[src/rtl/sbp_pkg.sv]
package sbp_pkg;
  // Strobes from the control module to the datapath
  typedef struct packed {
    logic takeSel;    // choose the target as next fetch address
    logic missLoad;   // capture a restart address and raise the pulse
    logic missTaken;  // actual direction of the mispredicted branch
    logic cntInc;     // bump the wrong-guess tally
  } sbpStrobes_t;
endpackage

[src/rtl/sbp_ctrl.sv]
module sbp_ctrl
  import sbp_pkg::*;
(
  input  logic        fetchValid,
  input  logic        hintPresent,
  input  logic        hintTaken,
  input  logic        isBackward,
  input  logic        resValid,
  input  logic        resPredTaken,
  input  logic        resActualTaken,
  output logic        predTaken,
  output sbpStrobes_t strb
);
  logic guessDir;
  logic wrongGuess;

  // A present hint overrides the address-direction rule
  always_comb begin
    if (hintPresent) guessDir = hintTaken;
    else             guessDir = isBackward;
  end

  assign predTaken  = fetchValid & guessDir;
  assign wrongGuess = resValid & (resPredTaken ^ resActualTaken);

  always_comb begin
    strb.takeSel   = predTaken;
    strb.missLoad  = wrongGuess;
    strb.missTaken = resActualTaken;
    strb.cntInc    = wrongGuess;
  end
endmodule

[src/rtl/sbp_dpath.sv]
module sbp_dpath
  import sbp_pkg::*;
#(
  parameter int PC_W  = 16,
  parameter int CNT_W = 16
) (
  input  logic             clk,
  input  logic             rstN,
  input  logic [PC_W-1:0]  fetchPc,
  input  logic [PC_W-1:0]  fetchTarget,
  input  logic [PC_W-1:0]  resPc,
  input  logic [PC_W-1:0]  resTarget,
  input  sbpStrobes_t      strb,
  output logic             isBackward,
  output logic [PC_W-1:0]  predNextPc,
  output logic             mispredict,
  output logic [PC_W-1:0]  fixNextPc,
  output logic [CNT_W-1:0] missCount
);
  localparam logic [PC_W-1:0]  PC_ONE  = PC_W'(1);
  localparam logic [CNT_W-1:0] CNT_ONE = CNT_W'(1);
  localparam logic [CNT_W-1:0] CNT_MAX = {CNT_W{1'b1}};

  logic [PC_W-1:0] fetchSeq;
  logic [PC_W-1:0] resSeq;
  logic [PC_W-1:0] restartPc;
  logic            cntFull;

  // Equal target counts as backward
  assign isBackward = (fetchTarget <= fetchPc);
  assign fetchSeq   = fetchPc + PC_ONE;
  assign resSeq     = resPc + PC_ONE;
  assign predNextPc = strb.takeSel ? fetchTarget : fetchSeq;
  assign restartPc  = strb.missTaken ? resTarget : resSeq;
  assign cntFull    = (missCount == CNT_MAX);

  always_ff @(posedge clk) begin
    if (!rstN) begin
      mispredict <= 1'b0;
      fixNextPc  <= '0;
    end else begin
      mispredict <= strb.missLoad;
      if (strb.missLoad) fixNextPc <= restartPc;
    end
  end

  always_ff @(posedge clk) begin
    if (!rstN)                        missCount <= '0;
    else if (strb.cntInc && !cntFull) missCount <= missCount + CNT_ONE;
  end
endmodule

[src/rtl/static_branch_guess.sv]
module static_branch_guess
  import sbp_pkg::*;
#(
  parameter int PC_W  = 16,
  parameter int CNT_W = 16
) (
  input  logic             clk,
  input  logic             rstN,
  input  logic             fetchValid,
  input  logic [PC_W-1:0]  fetchPc,
  input  logic [PC_W-1:0]  fetchTarget,
  input  logic             hintPresent,
  input  logic             hintTaken,
  output logic             predTaken,
  output logic [PC_W-1:0]  predNextPc,
  input  logic             resValid,
  input  logic             resPredTaken,
  input  logic             resActualTaken,
  input  logic [PC_W-1:0]  resPc,
  input  logic [PC_W-1:0]  resTarget,
  output logic             mispredict,
  output logic [PC_W-1:0]  fixNextPc,
  output logic [CNT_W-1:0] missCount
);
  sbpStrobes_t strb;
  logic        isBackward;

  sbp_ctrl uCtrl (
    .fetchValid     (fetchValid),
    .hintPresent    (hintPresent),
    .hintTaken      (hintTaken),
    .isBackward     (isBackward),
    .resValid       (resValid),
    .resPredTaken   (resPredTaken),
    .resActualTaken (resActualTaken),
    .predTaken      (predTaken),
    .strb           (strb)
  );

  sbp_dpath #(.PC_W(PC_W), .CNT_W(CNT_W)) uDpath (
    .clk         (clk),
    .rstN        (rstN),
    .fetchPc     (fetchPc),
    .fetchTarget (fetchTarget),
    .resPc       (resPc),
    .resTarget   (resTarget),
    .strb        (strb),
    .isBackward  (isBackward),
    .predNextPc  (predNextPc),
    .mispredict  (mispredict),
    .fixNextPc   (fixNextPc),
    .missCount   (missCount)
  );
endmodule

[config.mk]
export PLATFORM = sky130hd
export DESIGN_NAME = static_branch_guess
export DESIGN_NICKNAME = d
export VERILOG_FILES = /design/src/rtl/sbp_pkg.sv /design/src/rtl/sbp_ctrl.sv /design/src/rtl/sbp_dpath.sv /design/src/rtl/static_branch_guess.sv
export SDC_FILE = /design/constraint.sdc
export NUM_CORES = 1
export LEC_CHECK = 0
export BUFFER_PORTS_ARGS = -buffer_cell sky130_fd_sc_hd__buf_2
export CORE_UTILIZATION = 49
export CTS_BUF_LIST = sky130_fd_sc_hd__clkbuf_2
export DETAILED_ROUTE_END_ITERATION = 10
export HOLD_SLACK_MARGIN = 0.03
export PLACE_DENSITY = 0.81
export SETUP_SLACK_MARGIN = 0.5
export SYNTH_ARGS = -nofsm -noshare
export SYNTH_HDL_FRONTEND = slang
export SYNTH_SLANG_ARGS = --single-unit
[constraint.sdc]
create_clock -name clk -period 4.15 [get_ports clk]
set_clock_uncertainty 0.15 [all_clocks]
set_input_delay 1.0375 -clock clk [delete_from_list [all_inputs] [get_ports clk]]
set_output_delay 1.0375 -clock clk [all_outputs]
set_load 0.1 [all_outputs]
==> impl_metrics.py <==
metrics = {
    "clocking": {
        "htree_levels": 2,
        "tritoncts": "built",
        "cts_sinks": 33,
        "insertion_delay_ns": 0.42,
        "clk_pin_slew_ns": 0.19,
        "cts_buffers": 5,
        "clockBufferDepth": 2,
        "cts_root_buf": "clkbuf_2",
    },
    "layout": {
        "layout-drive-gt1-share_pct": 44.4,
        "final_cells": 552,
        "fin_util_pct": 82.7,
        "nets": 572,
        "fillers": 286,
        "synthToLayoutAreaGrowth_pct": 58.4,
        "diodes": 0,
    },
    "global_route": {
        "grt_first_pass_wirelength_um": 14700,
        "grt_usage_pct": 31.6,
        "grt_pass1_vias": 3216,
        "grt-ovfl-total": 0,
        "grt_antenna_before_repair": 0,
        "grt_max_degree": 46,
    },
    "route": {
        "dr_total_vias": 3434,
        "first_pass_iters": 8,
        "vias_per_cell": 6.22,
        "ant_nets": 0,
        "drt_wl_total_um": 11000,
        "drc": 0,
        "wire_per_inst_um": 19.9,
        "first_iter_violations": 322,
    },
    "logic_synthesis": {
        "synth.distinct_cells": 50,
        "synth_commonest_cells": "nand2_1, dfxtp_1, xnor2_1, nand3_1, inv_1",
        "synth_top_cell_by_area": "dfxtp_1",
        "ys_seq_area_share_pct": 24.2,
        "yosysTopAreaCellShare_pct": 24.2,
        "synthArstFlopShare_pct": 0,
        "syn-num-nets": 424,
        "post-synth-top-count-cell": "nand2_1",
        "netlist_area_mm2": 0.00274,
        "syn_inst": 333,
        "ys_warn_count": 0,
        "ys.flop_type": "dfxtp_1",
        "synthTopCellsByArea": "dfxtp_1, ha_1, xnor2_1",
        "ys_ff_latch": 33,
        "synth-edff-count": 0,
        "synth_area_per_cell_um2": 8.21,
    },
    "sta": {
        "fin_crit_ns": 4.32,
        "setup_violations": 17,
        "setup_tns_ns": -2.58,
        "slew_viol_final": 0,
        "fin_crit_sh_pct": 104,
        "rsz0062_at_grt": "true",
        "final_hold_viol_count": 0,
        "tightest_slew_ns": 0.703,
        "fmax_ghz": 0.231,
        "whs_ns": 0.331,
        "worst_slack_ns": -0.173,
        "relSlewSlack_pct": 53.1,
    },
    "floorplanning": {
        "die_x_um": 76.7,
        "io_pins": 122,
        "fp.dieH_um": 76.7,
        "start_util_pct": 52.2,
        "row_count": 26,
        "core_area_mm2": 0.00524,
        "dieArea_mm2": 0.00588,
    },
    "placed_design": {
        "gp_congestion": 0.892,
        "placed_cells": 536,
        "dpl.hpwl_um": 6330,
        "portBuffers": 121,
    },
    "power_and_ir_drop": {
        "p_per_area_mw_per_mm2": 268,
        "p_int_mw": 0.609,
        "power.switching_mw": 0.549,
        "p_seq_share_pct": 29.2,
        "p_leak_nw": 1.93,
        "p_sw_share_pct": 47.4,
        "p_clk_share_pct": 14.5,
        "ir_worst_vdd_uv": 196,
        "combPwrFrac_pct": 56.3,
    },
    "setup_path": {
        "worst_setup_path_start_kind": "input pin",
        "required_ns": 2.96,
        "r2r-start": "uDpath.missCount[6]$_SDFFE_PN0P_",
        "crit_type": "in -> out",
        "rrSetupSlack_ns": 2.08,
        "worstRegToRegCells": 5,
        "cp_max_fo": 9,
        "reg2reg_to": "uDpath.missCount[3]$_SDFFE_PN0P_",
        "endpoint_kind": "primary output",
        "worstPathArrival_ns": 3.14,
    },
    "hold_path": {
        "min_path_type": "reg -> reg",
        "hold_end": "uDpath.fixNextPc[11]$_SDFFE_PN0P_",
        "whs_path_depth": 2,
        "min_from": "uDpath.fixNextPc[11]$_SDFFE_PN0P_",
    },
    "outcome": {
        "status": "finished, violations left",
        "violations": "setup timing",
    },
    "flow_run": {
        "cap_violations": 0,
    },
}
layout by cell type (no fill, tap or decap), drive strengths merged, types with 13 or more instances in the layout:
master / n
o21ai: 22
nand2: 36
inv: 21
ha: 19
xnor2: 24
nand3: 23
dfxtp: 33
buf: 151
nand4: 13
mux2: 15
power by group through the flow:
stage	Combinational, mW	Sequential [mW]	Clock (mW)
6_report	0.652	0.339	0.168
5_1_grt	0.670	0.340	0.185
3_3_place_gp	0.567	0.343	0
3_5_place_dp	0.577	0.344	0
4_1_cts	0.611	0.338	0.164
2_1_floorplan	0.287	0.437	0
worst max-delay path: stages:
cell and delay, ns:
buf_2 0.12, ha_1 0.32, nand4_1 0.14, buf_4 0.17, a2111o_1 0.33, a41oi_4 0.26, buf_12 0.19, mux2_2 0.38
buf_12 0.17
worst max-delay path by stage:
stage	from	end	slack (ns)
final	fetchTarget[10]	predNextPc[6]	-0.17
after CTS	fetchPc[1]	predNextPc[6]	-0.11
after global routing	fetchPc[10]	predNextPc[9]	-0.19
after floorplan	fetchPc[1]	predNextPc[0]	-0.13
after global placement	fetchPc[1]	predNextPc[4]	-0.11
after detailed placement	fetchPc[1]	predNextPc[2]	-0.16
kinds of logic after synthesis:
group / count (synthesis) / synth area share [%]
AOI/OAI and AO/OA: 58 / 15.3
muxes: 22 / 9.84
DFF: 33 / 24.2
and+or+nand+nor: 134 / 26.3
adders and majority gates: 19 / 8.69
buffers and inverters: 33 / 4.85
xor gates and xnor gates: 34 / 10.9
per-layer routing:
metal	GRT usage (%)	share of wire [%]
met5	0	0
met4	18.8	6.2
met3	5.83	8.0
met2	58.7	50
met1	32.6	36
metrics by stage:
step	power, mW	instance area, um^2	worst slack (ns)
floorplan	0.724	2850	-0.128
global placement	0.910	3930	-0.107
detailed placement	0.921	3930	-0.156
CTS	1.11	4220	-0.115
global route	1.19	4330	-0.193
finish	1.16	4330	-0.173
repair_timing:
item                                    CTS  global route
cloned                                    1             0
setup buffers                             4             3
endpoints found under the setup margin   17            17
pin swaps                                 2             3
resized for setup                        42            24
hold buffers                              0             0
flip-flops by register name (all words and copies together) (netlist names):
register / flops
uDpath.fixNextPc: 16
uDpath.mispredict: 1
uDpath.missCount: 16
final cells by class:
cell class / count / area, um^2 / share of cell area, %
inverter: 22 / 121 / 2.80
tap: 70 / 87.6 / 2.02
clock inverter: 3 / 17.5 / 0.404
clock buffer: 5 / 25.0 / 0.578
multi-input combinational: 267 / 2150 / 49.6
sequential: 33 / 661 / 15.3
timing repair buffer: 152 / 1270 / 29.4
Note: power is estimated with default switching activity, not from simulation.
